**src/rtl/wreq_pkg.sv**
```systemverilog
// Shared types for the wide transfer request decider.
// Assumes the command code set is fixed at 3 bits; codes 6 and 7 are unused.
package wreq_pkg;

    typedef enum logic [2:0] {
        CMD_MRD    = 3'd0,
        CMD_MRD_NP = 3'd1,
        CMD_MWR    = 3'd2,
        CMD_IO     = 3'd3,
        CMD_CFG    = 3'd4,
        CMD_SPC    = 3'd5
    } xfer_cmd_e;

    // Bit positions of the individual narrowing reasons.
    localparam int V_CMD      = 0;
    localparam int V_ALIGN    = 1;
    localparam int V_LINE_TOP = 2;
    localparam int V_SHORT_RD = 3;
    localparam int V_SHORT_WR = 4;
    localparam int V_UP_CAP   = 5;
    localparam int V_RESUME   = 6;
    localparam int NUM_VETO   = 7;

endpackage

```
**src/rtl/wreq_cap.sv**
```systemverilog
// Captures the upstream wide-request line level while reset is held and
// keeps the last sample afterwards. The line is active low, so a captured 1
// on up_wide_ok means the upstream side can take wide transfers.
// Assumes reset is held for at least one clock edge.
module wreq_cap (
    input  logic clk,
    input  logic rst_n,
    input  logic up_wide_rst_n,
    output logic up_wide_ok
);

    // Sample on every reset edge; hold once reset is released.
    always_ff @(posedge clk) begin
        if (!rst_n) up_wide_ok <= ~up_wide_rst_n;
    end

    // the captured level never moves outside reset.
    p_cap_hold_r7: assert property (@(posedge clk) disable iff (!rst_n)
        1'b1 |=> $stable(up_wide_ok));

endmodule

```
**src/rtl/wreq_rules.sv**
```systemverilog
// Evaluates every condition that forces a 32-bit transfer and returns one
// veto bit per condition. This block is purely combinational.
// Assumes line_dw is a power of two and at least 8.
module wreq_rules
    import wreq_pkg::*;
#(
    parameter int DWA_W  = 30,
    parameter int CNT_W  = 10,
    parameter int LINE_W = 8
) (
    input  logic [2:0]          cmd,
    input  logic [DWA_W-1:0]    start_dwa,
    input  logic [CNT_W-1:0]    dw_count,
    input  logic [LINE_W-1:0]   line_dw,
    input  logic                upstream,
    input  logic                up_wide_ok,
    input  logic                resume,
    input  logic                prev_ack_wide,
    input  logic                prev_retry,
    output logic [NUM_VETO-1:0] veto
);

    localparam logic [CNT_W-1:0] ONE_DW = CNT_W'(1);
    localparam logic [CNT_W-1:0] TWO_DW = CNT_W'(2);

    logic [DWA_W-1:0] line_mask;
    logic [DWA_W-1:0] line_off;
    logic             is_rd;
    logic             is_wr;

    // Offset of the start DWORD inside its cache line.
    always_comb begin
        line_mask = DWA_W'(line_dw) - DWA_W'(1);
        line_off  = start_dwa & line_mask;
    end

    // Classify the command and raise one veto per narrowing condition.
    always_comb begin
        is_rd = (cmd == CMD_MRD);
        is_wr = (cmd == CMD_MWR);
        veto             = '0;
        veto[V_CMD]      = !(is_rd || is_wr);
        veto[V_ALIGN]    = start_dwa[0];
        veto[V_LINE_TOP] = (line_off >= line_mask - DWA_W'(1));
        veto[V_SHORT_RD] = is_rd && (dw_count <= ONE_DW);
        veto[V_SHORT_WR] = is_wr && (dw_count <= TWO_DW);
        veto[V_UP_CAP]   = upstream && !up_wide_ok;
        veto[V_RESUME]   = is_wr && resume && !prev_ack_wide && !prev_retry;
    end

endmodule

```
**src/rtl/wreq_strobe.sv**
```systemverilog
// Holds the per-transaction mode decision and gates the frame strobe onto
// the wide-request strobe, so both change on the same edges.
// Assumes start is not pulsed while the frame strobe is active.
module wreq_strobe (
    input  logic clk,
    input  logic rst_n,
    input  logic start,
    input  logic go_wide,
    input  logic frame_n,
    output logic wide_mode,
    output logic wide_req_n
);

    // Latch the decision at the start pulse; hold it otherwise.
    always_ff @(posedge clk) begin
        if (!rst_n)     wide_mode <= 1'b0;
        else if (start) wide_mode <= go_wide;
    end

    // Follow the frame strobe only while in wide mode.
    always_comb wide_req_n = frame_n | ~wide_mode;

    // without a start pulse the mode does not change.
    p_mode_hold_r10: assert property (@(posedge clk) disable iff (!rst_n)
        !start |=> $stable(wide_mode));

    // the request strobe is never active outside a frame.
    p_req_in_frame_r1: assert property (@(posedge clk) disable iff (!rst_n)
        !wide_req_n |-> !frame_n);

    // the request releases on the same edge as the frame.
    p_req_release_r1: assert property (@(posedge clk) disable iff (!rst_n)
        $rose(frame_n) |-> wide_req_n);

endmodule

```
**src/rtl/wide_req_decider.sv**
```systemverilog
// Top of the wide transfer request decider. It combines the reset-time
// capture, the rule evaluator and the strobe stage.
// Assumes the master gives start one cycle before asserting frame.
module wide_req_decider
    import wreq_pkg::*;
#(
    parameter int DWA_W  = 30,
    parameter int CNT_W  = 10,
    parameter int LINE_W = 8
) (
    input  logic              clk,
    input  logic              rst_n,
    input  logic              up_wide_rst_n,
    input  logic              start,
    input  logic [2:0]        cmd,
    input  logic [DWA_W-1:0]  start_dwa,
    input  logic [CNT_W-1:0]  dw_count,
    input  logic [LINE_W-1:0] line_dw,
    input  logic              upstream,
    input  logic              resume,
    input  logic              prev_ack_wide,
    input  logic              prev_retry,
    input  logic              frame_n,
    output logic              wide_req_n,
    output logic              wide_mode
);

    logic                up_wide_ok;
    logic [NUM_VETO-1:0] veto;
    logic                go_wide;

    wreq_cap u_cap (
        .clk           (clk),
        .rst_n         (rst_n),
        .up_wide_rst_n (up_wide_rst_n),
        .up_wide_ok    (up_wide_ok)
    );

    wreq_rules #(
        .DWA_W  (DWA_W),
        .CNT_W  (CNT_W),
        .LINE_W (LINE_W)
    ) u_rules (
        .cmd           (cmd),
        .start_dwa     (start_dwa),
        .dw_count      (dw_count),
        .line_dw       (line_dw),
        .upstream      (upstream),
        .up_wide_ok    (up_wide_ok),
        .resume        (resume),
        .prev_ack_wide (prev_ack_wide),
        .prev_retry    (prev_retry),
        .veto          (veto)
    );

    // Wide only when no condition objects.
    always_comb go_wide = ~|veto;

    wreq_strobe u_strobe (
        .clk        (clk),
        .rst_n      (rst_n),
        .start      (start),
        .go_wide    (go_wide),
        .frame_n    (frame_n),
        .wide_mode  (wide_mode),
        .wide_req_n (wide_req_n)
    );

    // command classes other than prefetchable read and write stay narrow.
    p_cmd_narrow_r2: assert property (@(posedge clk) disable iff (!rst_n)
        start && (cmd != CMD_MRD) && (cmd != CMD_MWR) |=> !wide_mode);

    // a misaligned start stays narrow.
    p_align_narrow_r3: assert property (@(posedge clk) disable iff (!rst_n)
        start && start_dwa[0] |=> !wide_mode);

    // upstream work is narrow when the upstream side lacked the capability.
    p_up_narrow_r7: assert property (@(posedge clk) disable iff (!rst_n)
        start && upstream && !up_wide_ok |=> !wide_mode);

    // a resumed write without a prior acknowledge stays narrow unless retried.
    p_resume_narrow_r8: assert property (@(posedge clk) disable iff (!rst_n)
        start && (cmd == CMD_MWR) && resume && !prev_ack_wide && !prev_retry
        |=> !wide_mode);

endmodule

```
**config.mk**
```make
export PLATFORM = sky130hd
export DESIGN_NAME = wide_req_decider
export DESIGN_NICKNAME = d
export VERILOG_FILES = /design/src/rtl/wreq_pkg.sv /design/src/rtl/wreq_cap.sv /design/src/rtl/wreq_rules.sv /design/src/rtl/wreq_strobe.sv /design/src/rtl/wide_req_decider.sv
export SDC_FILE = /design/constraint.sdc
export NUM_CORES = 1
export LEC_CHECK = 0
export BUFFER_PORTS_ARGS = -buffer_cell sky130_fd_sc_hd__buf_2
export CAP_MARGIN = 5
export CORE_MARGIN = 5
export CORE_UTILIZATION = 30
export CTS_CLUSTER_SIZE = 20
export DETAILED_ROUTE_END_ITERATION = 8
export GPL_TIMING_DRIVEN = 0
export PLACE_DENSITY = 0.6
export SLEW_MARGIN = 20
export SYNTH_ARGS = -nofsm -noshare
export SYNTH_HDL_FRONTEND = slang
export SYNTH_HIERARCHICAL = 1
export SYNTH_SLANG_ARGS = --single-unit
```
**constraint.sdc**
```tcl
create_clock -name clk -period 5.6 [get_ports clk]
set_input_delay 0.28 -clock clk [delete_from_list [all_inputs] [get_ports clk]]
set_output_delay 0.28 -clock clk [all_outputs]
set_load 0.005 [all_outputs]
```
==> qor.csv, run 1 <==
stage,metric,value,unit
logic_synthesis,syn-num-nets,253,
final_layout,area_growth,31.9,%
clock_tree,cts_tree,done,
clock_tree,cts_setup_buffers,0,
final_layout,nFillCells,462,
sta,rsz0062_at_grt,false,
setup_path,cp.required,5.69,ns
final_layout,num_antenna_cells,0,
sta,finalHoldViolCount,0,
global_routing,grt_max_degree,16,
routing,ant_nets,0,
global_routing,antenna_found_initial,0,
clock_tree,h-tree-depth,1,
setup_path,path_max_fanout,15,
sta,post-route-period-util,81.5,%
setup_path,end_kind,flip-flop,
setup_path,worst-r2r-cell-count,4,
logic_synthesis,synth_top_area_share,23.8,%
logic_synthesis,synthArstFlopShare,0,%
final_layout,nNetsFinal,317,
sta,drv_slew,0,
logic_synthesis,syn_area,1260,sq um
sta,worst_pin_slew,0.937,ns
place,dpl.cell_count,278,
global_routing,grt_pass1_vias,1365,
sta,finClkSkew,0.00552,ns
logic_synthesis,synth_edf_count,1,
die,die_width,74.9,um
final_layout,fin_util,41.4,%
logic_synthesis,synth_flop_cell,edfxtp_1,
clock_tree,cts-root-buf,clkbuf_8,
sta,setup_viol,0,
logic_synthesis,syn_inst,169,
sta,relSlewSlack,37.1,%
global_routing,grt_pass1_wl,5520,um
power,leakage,0.000816,uW
logic_synthesis,synth_area_leaders,"ha_1 (24%), and2_2 (9.5%), o21ai_0 (5.1%)",
clock_tree,clk_pin_slew,0.03,ns
clock_tree,cts_buffers,3,
run_status,status,"finished, final reports clean",
routing,drt-total-wl,3490,um
setup_path,crit_arrival,4.66,ns
place,hpwl,3010,um
global_routing,global_route.usage.total,12.2,%
final_layout,fin_cells,282,
routing,wl_per_cell,12.4,um
global_routing,grt_overflow,0,
die,rows,23,
clock_tree,clk_path_buf_depth,2,
setup_path,start_kind,primary input,
sta,max_freq,219,MHz
clock_tree,hold_buffers,0,
logic_synthesis,avgSynthCellArea,7.48,sq um
routing,post_drt_via_cell_ratio,5.02,
place,placed_cell_area,1620,sq um
hold_path,min_path_type,primary input to flip-flop,
logic_synthesis,ys_warn_count,6,
final_layout,stdcell_area,1670,sq um
die,die-area,5610,sq um
logic_synthesis,synth_cell_types,44,
die,initial_core_util,31.4,%
routing,drc,0,
sta,fin_setup_tns,0,ns
routing,dr_total_vias,1415,
die,core,4030,sq um
final_layout,drive_above_1_share,37.5,%
power,p_per_area,89.4,nW/um^2
routing,first_pass_iters,4,
logic_synthesis,yosysSeqAreaShare,3.96,%
die,die_h,74.9,um
power,max-vdd-ir-drop,0.0422,mV
logic_synthesis,synth_top_area_cell,ha_1,
hold_path,whs_path_depth,2,
clock_tree,clock-sinks,2,
logic_synthesis,ys_seq_elements,2,
place,gp_congestion,0.806,
setup_path,path_class,primary input to flip-flop,
routing,drt_iter0_markers,27,
place,port_buffers,59,
clock_tree,insertion_delay,0.21,ns
run,maxCapViolations,0,
clock_tree,postCtsResizedCells,0,
die,io_pins,62,
sta,finalCriticalPeriod,4.57,ns
[synth_stat cells, types with 2 or more instances]
master / number
nor4_1: 7
nor2b_1: 5
xnor2_1: 7
nand2b_1: 6
o21a_1: 2
o21ai_0: 13
or4_1: 2
buf_2: 3
a21oi_1: 5
xor2_1: 6
nor2_1: 8
a211oi_1: 3
a31oi_1: 3
and2_2: 16
nand2_1: 9
inv_1: 6
and2_1: 4
nand4b_1: 2
a2111oi_0: 2
nor3_1: 5
a21o_1: 2
nand3_1: 4
o211ai_1: 4
ha_1: 24
clkbuf_1: 2
[metal layers]
layer	up-vias	wire (um)	global-route usage [%]
met4	0	0	2.96
met3	0	183	1.07
li1	760	-	-
met2	28	1710	21.5
met1	627	1600	15.9
met5	-	0	0
[metrics by stage]
step                      setup slack, ns  hold slack (ns)  power, uW
final                                1.03            0.307        149
after global routing                0.555            0.324        161
after CTS                           0.994            0.303        151
after floorplan                      1.66            0.408       58.4
after global placement              0.751            0.508       88.5
after detailed placement            0.798            0.520       89.0
[critical path, cell delays in order]
cell       delay, ns
buf_2           0.17
inv_1           0.06
ha_1            0.18
buf_2           0.17
xor2_1          0.19
or2_2           0.33
nor3_1          0.27
o211ai_1        0.22
o21ai_0         0.12
nand2b_1        0.36
ha_1            0.47
nand4_1         0.11
a2111oi_0       0.63
a21oi_1         0.15
a221oi_1        0.34
o21ai_1         0.11
a21oi_1         0.13
or4_1           0.13
nor4_2          0.04
mux2i_1         0.13
nor2b_1         0.06
[where the power goes]
part,total [uW],internal [uW],switching (uW)
sequential,16.5,16.3,0.223
combinational,72.2,37.6,34.6
clock,60.2,48.3,11.9
total,149,102,46.7
[cells by family after synthesis]
| logic type | synth area share [%] |
|---|---|
| xor gates and xnor gates | 9.01 |
| adders and majority gates | 23.8 |
| and+or+nand+nor | 37.9 |
| DFF | 3.96 |
| AOI/OAI and AO/OA | 20.4 |
| muxes | 0.792 |
| buffers and inverters | 4.16 |
[path summary, 6_finish.rpt]
| kind | startpoint | to | slack, ns |
|---|---|---|---|
| setup / recovery | line_dw[0] | u_strobe/wide_mode$_SDFFE_PN0P_ | 1.03 |
| hold / removal | up_wide_rst_n | u_cap/up_wide_ok$_DFFE_PN_ | 0.31 |
| setup reg to reg | u_cap/up_wide_ok$_DFFE_PN_ | u_strobe/wide_mode$_SDFFE_PN0P_ | 4.74 |
| hold reg to reg | u_strobe/wide_mode$_SDFFE_PN0P_ | u_strobe/wide_mode$_SDFFE_PN0P_ | 0.54 |
[cells in the final DEF (no fill, tap or decap), types with 2 or more instances in the layout]
master     count
a2111oi_0      2
a211oi_1       3
a21o_1         2
a21oi_1        5
a31oi_1        3
and2_1         4
and2_2        16
buf_2         62
clkbuf_1       3
clkbuf_8       3
ha_1          24
inv_1          6
nand2_1        9
nand2b_1       6
nand3_1        4
nand4b_1       2
nor2_1         8
nor2b_1        5
nor3_1         5
nor4_1         7
o211ai_1       4
o21a_1         2
o21ai_0       13
or4_1          2
xnor2_1        7
xor2_1         6
[state kept, by name (all words and copies together) (netlist names)]
signal,count
u_cap/up_wide_ok,1
u_strobe/wide_mode,1
[layout make-up]
cell class / count / area (sq um) / share of cell area, %
plain buffers: 6 / 30.0 / 1.80
well taps: 50 / 62.6 / 3.75
clock buffers: 4 / 45.0 / 2.70
inverters: 6 / 22.5 / 1.35
multi-input cells: 155 / 1160 / 69.7
flip-flops and latches: 2 / 50.0 / 3.00
repair buffers: 59 / 295 / 17.7
No activity file was read; power rests on OpenSTA's default activity.
==> run 2: changes to the inputs <==
--- a/config.mk
+++ b/config.mk
@@ -5,6 +5,7 @@
 export SDC_FILE = /design/constraint.sdc
 export NUM_CORES = 1
 export LEC_CHECK = 0
+export ABC_AREA = 1
 export BUFFER_PORTS_ARGS = -buffer_cell sky130_fd_sc_hd__buf_2
 export CAP_MARGIN = 5
 export CORE_MARGIN = 5
@@ -12,7 +13,7 @@
 export CTS_CLUSTER_SIZE = 20
 export DETAILED_ROUTE_END_ITERATION = 8
 export GPL_TIMING_DRIVEN = 0
-export PLACE_DENSITY = 0.6
+export PLACE_DENSITY = 0.62
 export SLEW_MARGIN = 20
 export SYNTH_ARGS = -nofsm -noshare
 export SYNTH_HDL_FRONTEND = slang
==> constraint.sdc (replaced) <==
create_clock -name clk -period 3.97 [get_ports clk]
set_input_delay 0.1985 -clock clk [delete_from_list [all_inputs] [get_ports clk]]
set_output_delay 0.1985 -clock clk [all_outputs]
set_load 0.005 [all_outputs]
==> run 2 against run 1 <==
Die area increased by 3.5%. Highest routed layer is now met4. Sequential cell count is the same. Hold slack got worse by 0.086 ns. Largest cell class unchanged. Largest power group unchanged. Register-to-register slack worse by 1.7 ns.
==> qor.csv, run 2 <==
stage,metric,value,unit,change
routing,drc,0,,unchanged
setup_path,start_kind,primary input,,
logic_synthesis,synthAdderAreaFrac,22.8,%,-0.93 points
sta,rsz0062_at_grt,false,,
sta,finClkSkew,0.00147,ns,-0.00406 ns
setup_path,cpMaxStageDelayCell,ha_1,,
logic_synthesis,synth_edf_count,1,,unchanged
sta,fin_setup_tns,0,ns,unchanged
die,die-area,5810,sq um,+3.5%
die,initial_core_util,30.6,%,-0.74 points
logic_synthesis,synth_area_leaders,"ha_1 (23%), nand2_1 (15%), inv_1 (14%)",,
global_routing,grt_max_degree,16,,unchanged
logic_synthesis,syn_area,1320,sq um,+4.1%
clock_tree,clk_pin_slew,0.03,ns,about the same
routing,first_pass_iters,4,,unchanged
global_routing,grt_pass1_vias,1403,,+2.8%
logic_synthesis,ys_seq_elements,2,,unchanged
logic_synthesis,synthMuxAreaShare,0,%,-0.79 points
power,leakage,0.00107,uW,+31%
clock_tree,clk_path_buf_depth,2,,unchanged
setup_path,crit_arrival,3.23,ns,-1.43 ns
logic_synthesis,synthArstFlopShare,0,%,unchanged
clock_tree,clock-sinks,2,,unchanged
clock_tree,cts-root-buf,clkbuf_8,,
clock_tree,insertion_delay,0.21,ns,about the same
setup_path,end_kind,flip-flop,,
sta,worst_pin_slew,0.523,ns,-0.414 ns
place,placed_cell_area,1680,sq um,+3.6%
final_layout,layout_common_cells,"buf_2 (60), nand2_1 (54), inv_1 (49)",,
global_routing,antenna_found_initial,0,,unchanged
die,die_h,76.2,um,+1.7%
setup_path,critPathMaxStageDelay,0.39,ns,-0.24 ns
place,hpwl,2840,um,-5.5%
die,core,4290,sq um,+6.6%
setup_path,path_max_fanout,15,,unchanged
place,port_buffers,60,,+1.7%
logic_synthesis,synth_flop_cell,edfxtp_1,,
logic_synthesis,yosysSeqAreaShare,3.81,%,-0.15 points
run,maxCapViolations,0,,unchanged
sta,max_freq,325,MHz,
setup_path,path_class,primary input to flip-flop,,
global_routing,global_route.usage.total,10.5,%,-1.6 points
final_layout,stdcell_area,1730,sq um,+3.5%
clock_tree,postCtsResizedCells,0,,unchanged
clock_tree,cts_buffers,3,,unchanged
sta,relSlewSlack,65.1,%,+28 points
logic_synthesis,synth_top_family_by_area,simple AND/OR/NAND/NOR gates,,
power,p_per_area,123,nW/um^2,+38%
logic_synthesis,ys_warn_count,6,,unchanged
power,power,212,uW,+43%
clock_tree,hold_buffers,0,,unchanged
logic_synthesis,synth.most_common_cell,nand2_1,,
routing,dr_total_vias,1531,,+8.2%
logic_synthesis,synthTopCellsByCount,"nand2_1 (54), inv_1 (49), nor2_1 (41)",,
hold_path,min_path_type,primary input to flip-flop,,
final_layout,layout_commonest_cell,buf_2,,
final_layout,reg_top3,"u_cap/up_wide_ok: 1 flops, u_strobe/wide_mode: 1 flops",,
clock_tree,h-tree-depth,1,,unchanged
global_routing,grt_pass1_wl,5360,um,-2.9%
setup_path,worst-r2r-cell-count,8,,+4
sta,post-route-period-util,77.5,%,
sta,drv_slew,0,,unchanged
power,max-vdd-ir-drop,0.0800,mV,+90%
routing,drt-total-wl,3230,um,-7.5%
sta,timing.hold.ws,0.222,ns,-0.0855 ns
place,dpl.cell_count,347,,+25%
place,gp_congestion,0.818,,+1.6%
sta,finalCriticalPeriod,3.08,ns,
clock_tree,cts_setup_buffers,0,,unchanged
routing,post_drt_via_cell_ratio,4.36,,-13%
final_layout,area_growth,31.2,%,
setup_path,crit_path_frequent_cell,nand2_1,,
routing,drt_iter0_markers,20,,-26%
sta,setup_viol,0,,unchanged
logic_synthesis,synth_top_area_cell,ha_1,,
die,die_width,76.2,um,+1.7%
final_layout,nNetsFinal,384,,+21%
final_layout,num_antenna_cells,0,,unchanged
logic_synthesis,syn-num-nets,319,,+26%
global_routing,grt_overflow,0,,unchanged
logic_synthesis,synth_cell_types,31,,-30%
setup_path,cp.required,4.12,ns,-1.57 ns
logic_synthesis,synth_compound_area_share,9.51,%,-11 points
logic_synthesis,synth-simple-area-share,45.8,%,+7.8 points
logic_synthesis,syn_inst,235,,+39%
routing,ant_nets,0,,unchanged
final_layout,fin_cells,351,,+24%
sta,finalHoldViolCount,0,,unchanged
logic_synthesis,synth-xor-area-share,2.66,%,-6.3 points
final_layout,drive_above_1_share,26.8,%,-11 points
clock_tree,cts_tree,done,,
die,rows,24,,+4.3%
run_status,status,"finished, final reports clean",,
logic_synthesis,synth_top_area_share,22.8,%,-0.93 points
routing,wl_per_cell,9.21,um,-26%
logic_synthesis,avgSynthCellArea,5.60,sq um,-25%
hold_path,whs_path_depth,2,,unchanged
die,io_pins,62,,unchanged
==> run 2: changes by cell type in the layout (fill, tap and decap cells not counted), sizes merged, moves of 6 or more <==
cell	previous run	this run
and2	20	0
nand3	4	11
nand2	9	62
inv	6	49
nand2b	6	0
nor2	8	47
o21ai	14	3
==> run 2: layer usage <==
metal / routed length, um / global-route usage [%] / part of all wire (%)
met3: 176 / 2.01 / 5.4
met1: 1450 / 11.8 / 45
met5: 0 / 0 / 0
met4: 27 / 2.62 / 0.84
met2: 1580 / 20.0 / 49
==> run 2: worst paths after layout <==
check	from	endpoint	slack, ns
max reg2reg	u_cap/up_wide_ok$_DFFE_PN_	u_strobe/wide_mode$_SDFFE_PN0P_	3.09
min reg2reg	u_strobe/wide_mode$_SDFFE_PN0P_	u_strobe/wide_mode$_SDFFE_PN0P_	0.50
min	up_wide_rst_n	u_cap/up_wide_ok$_DFFE_PN_	0.22
max	line_dw[0]	u_strobe/wide_mode$_SDFFE_PN0P_	0.89
==> run 2: cell families (layout without fill, tap and decap cells) <==
kind of cell             Yosys count  in the layout
AO/OA/AOI/OAI                     21             21
XOR/XNOR                           4              4
adder cells (fa/ha/maj)           24             24
buffers and inverters             53            117
flip-flops                         2              2
AND/OR/NAND/NOR                  131            131
==> run 2: area by class of cell <==
type	instances	area [sq um]
sequential	2	50.0
fill	495	2570
timing repair buffer	60	300
multi-input combinational	180	1060
buffer	2	11.3
tap	52	65.1
inverter	51	191
clock buffer	4	45.0
==> run 2: power breakdown <==
group / switching [uW] / leakage, uW / internal, uW
clock network: 18.0 / 0.0000228 / 68.3
logic: 53.8 / 0.00103 / 48.3
registers: 0.549 / 0.0000180 / 23.4
==> run 2: worst max-delay path, delay by kind of cell <==
kind                       cells  cell delay [ns]
and+or+nand+nor               19             1.57
buffers and inverters          6             0.66
adders and majority gates      2             0.63
AOI/OAI and AO/OA              1             0.17
==> run 2: stage by stage <==
stage | util, % | worst slack (ns)
6_report | 40.2 | 0.893
5_1_grt | 40.2 | 0.399
3_5_place_dp | 39.1 | 0.653
4_1_cts | 40.2 | 0.876
3_3_place_gp | 39.1 | 0.706
2_1_floorplan | - | 1.20
==> run 3: changes to the inputs <==
==> constraint.sdc (replaced) <==
create_clock -name clk -period 2.59 [get_ports clk]
set_input_delay 0.1295 -clock clk [delete_from_list [all_inputs] [get_ports clk]]
set_output_delay 0.1295 -clock clk [all_outputs]
set_load 0.005 [all_outputs]
==> run 3 against run 2 <==
Largest power group unchanged. Sequential share of layout area is 0.42 points lower. Clock-buffer cell count stayed put. Routed wire length is 11% higher. Final cell count is 3.4% higher. Setup slack worse by 0.80 ns. Largest cell class unchanged.
==> qor.csv, run 3 (same netlist as run 2, synthesis figures left out) <==
stage,metric,value,unit,change
final_layout,nFillCells,439,,-11%
clock_tree,clk_pin_slew,0.03,ns,about the same
die,io_pins,62,,unchanged
place,hpwl,2820,um,-0.90%
clock_tree,clock-sinks,2,,unchanged
final_layout,drive_above_1_share,36.7,%,+9.9 points
sta,finalHoldViolCount,0,,unchanged
sta,finalCriticalPeriod,2.50,ns,
routing,dr_total_vias,1558,,+1.8%
routing,wl_per_cell,9.87,um,+7.2%
sta,rsz0062_at_grt,true,,
routing,first_pass_iters,4,,unchanged
die,die_h,76.2,um,unchanged
setup_path,ff2ff_setup_slack,1.71,ns,-1.38 ns
routing,drc,0,,unchanged
final_layout,reg_top3,"u_cap/up_wide_ok: 1 flops, u_strobe/wide_mode: 1 flops",,
die,die-area,5810,sq um,unchanged
global_routing,grt_max_degree,11,,-5
clock_tree,clk_path_buf_depth,2,,unchanged
sta,max_freq,400,MHz,
clock_tree,insertion_delay,0.21,ns,about the same
hold_path,min_path_type,primary input to flip-flop,,
global_routing,grt_overflow,0,,unchanged
sta,post-route-period-util,96.4,%,
final_layout,fin_util,46.9,%,+6.8 points
global_routing,grt_pass1_wl,5670,um,+5.8%
place,placed_cell_area,1700,sq um,+1.1%
clock_tree,h-tree-depth,1,,unchanged
sta,drv_slew,0,,unchanged
final_layout,layout_commonest_cell,buf_2,,
power,leakage,0.00115,uW,+7.5%
die,core,4290,sq um,unchanged
setup_path,path_class,primary input to flip-flop,,
clock_tree,hold_buffers,0,,unchanged
setup_path,end_kind,flip-flop,,
setup_path,critPathLaunch,line_dw[1],,
place,port_buffers,60,,unchanged
final_layout,nNetsFinal,396,,+3.1%
routing,post_drt_via_cell_ratio,4.29,,-1.6%
clock_tree,cts_buffers,3,,unchanged
run,maxCapViolations,0,,unchanged
die,rows,24,,unchanged
final_layout,area_growth,53.3,%,
hold_path,hold_end,u_cap/up_wide_ok$_DFFE_PN_,,
clock_tree,cts-root-buf,clkbuf_8,,
sta,worst_pin_slew,0.279,ns,-0.244 ns
die,initial_core_util,30.6,%,unchanged
clock_tree,cts_tree,done,,
setup_path,path_max_fanout,5,,-10
setup_path,regToRegStartpoint,u_cap/up_wide_ok$_DFFE_PN_,,
power,p_per_area,173,nW/um^2,+41%
sta,relSlewSlack,81.4,%,+16 points
setup_path,cp.required,2.74,ns,-1.38 ns
final_layout,stdcell_area,2020,sq um,+17%
hold_path,whs_path_depth,2,,unchanged
global_routing,antenna_found_initial,0,,unchanged
sta,finClkSkew,0.00352,ns,+0.00205 ns
sta,setup_viol,0,,unchanged
global_routing,global_route.usage.total,11.3,%,+0.75 points
hold_path,worstHoldStart,up_wide_rst_n,,
routing,drt-total-wl,3580,um,+11%
global_routing,grt_pass1_vias,1375,,-2.0%
setup_path,crit_arrival,2.64,ns,-0.59 ns
final_layout,num_antenna_cells,0,,unchanged
die,die_width,76.2,um,unchanged
power,max-vdd-ir-drop,0.0955,mV,+19%
place,gp_congestion,0.821,,+0.37%
setup_path,timing.rr.end,u_strobe/wide_mode$_SDFFE_PN0P_,,
routing,drt_iter0_markers,34,,+70%
setup_path,start_kind,primary input,,
setup_path,worst-r2r-cell-count,8,,unchanged
final_layout,layout_common_cells,"buf_2 (59), nand2_1 (51), inv_1 (45)",,
run_status,status,"finished, final reports clean",,
routing,ant_nets,0,,unchanged
## run 3: cell types whose count changed in the layout (fill, tap and decap cells not counted), sizes merged
cell	change
buf	+13
clkbuf	-1
clkinvlp	+1
inv	-1
## run 3: metrics by stage
step	setup slack, ns	power [uW]	setup TNS (ns)	instances	hold WS, ns
6_report	0.0923	349	0	363	0.151
5_1_grt	-0.201	383	-0.201	363	0.165
4_1_cts	-0.0463	346	-0.0463	361	0.149
2_1_floorplan	-0.0952	130	-0.0952	235	0.250
3_5_place_dp	-0.634	195	-0.634	347	0.371
3_3_place_gp	-0.569	192	-0.569	347	0.369
## run 3: cell type report
cell class / instances / area, sq um / share of cell area [%]
Inverter: 51 / 203 / 10.1
Clock buffer: 4 / 45.0 / 2.23
Tap cell: 52 / 65.1 / 3.23
Multi-Input combinational cell: 180 / 1210 / 60.3
Sequential cell: 2 / 50.0 / 2.48
Buffer: 2 / 12.5 / 0.621
Timing Repair Buffer: 72 / 425 / 21.1
## run 3: worst max-delay path, cell delays in order
cell        delay [ns]
buf_8             0.08
inv_4             0.04
ha_4              0.27
nand2_2           0.05
inv_2             0.06
nand3_4           0.07
nor2_4            0.10
nand2_2           0.07
nor2_4            0.13
nand2_4           0.08
nand2_8           0.06
clkinvlp_4        0.16
buf_6             0.18
buf_4             0.14
ha_1              0.30
nand4_1           0.10
nand3_1           0.07
nand2_1           0.07
nand3_1           0.07
inv_1             0.06
nand2_1           0.04
nor2_1            0.09
inv_1             0.04
nand2_1           0.05
nand2_1           0.04
nor2_1            0.08
## run 3: how the worst max path moves through the flow
stage / endpoint / slack, ns / depth (start not counted)
5_1_grt: u_strobe/wide_mode$_SDFFE_PN0P_ / -0.20 / 28
6_report: u_strobe/wide_mode$_SDFFE_PN0P_ / 0.09 / 26
3_3_place_gp: u_strobe/wide_mode$_SDFFE_PN0P_ / -0.57 / 28
4_1_cts: u_strobe/wide_mode$_SDFFE_PN0P_ / -0.05 / 28
3_5_place_dp: u_strobe/wide_mode$_SDFFE_PN0P_ / -0.63 / 28
2_1_floorplan: u_strobe/wide_mode$_SDFFE_PN0P_ / -0.1 / 27
## run 3: timing repair
| item | in CTS | in global routing |
|---|---|---|
| setup buffers | 10 | 2 |
| gates resized for setup | 19 | 18 |
| pin swaps | 14 | 17 |
| setup endpoints to repair | 1 | 1 |
## run 3: where the power goes
group	switching, uW	total [uW]	internal, uW
Combinational	92.3	181	88.6
Clock	27.1	132	105
Sequential	0.800	36.6	35.8
Total	120	349	229
## run 3: layer usage
metal	global-route usage, %	part of all wire, %
met5	0	0
met1	13.2	44
met4	3.67	0.70
met3	2.72	5.4
met2	19.9	50
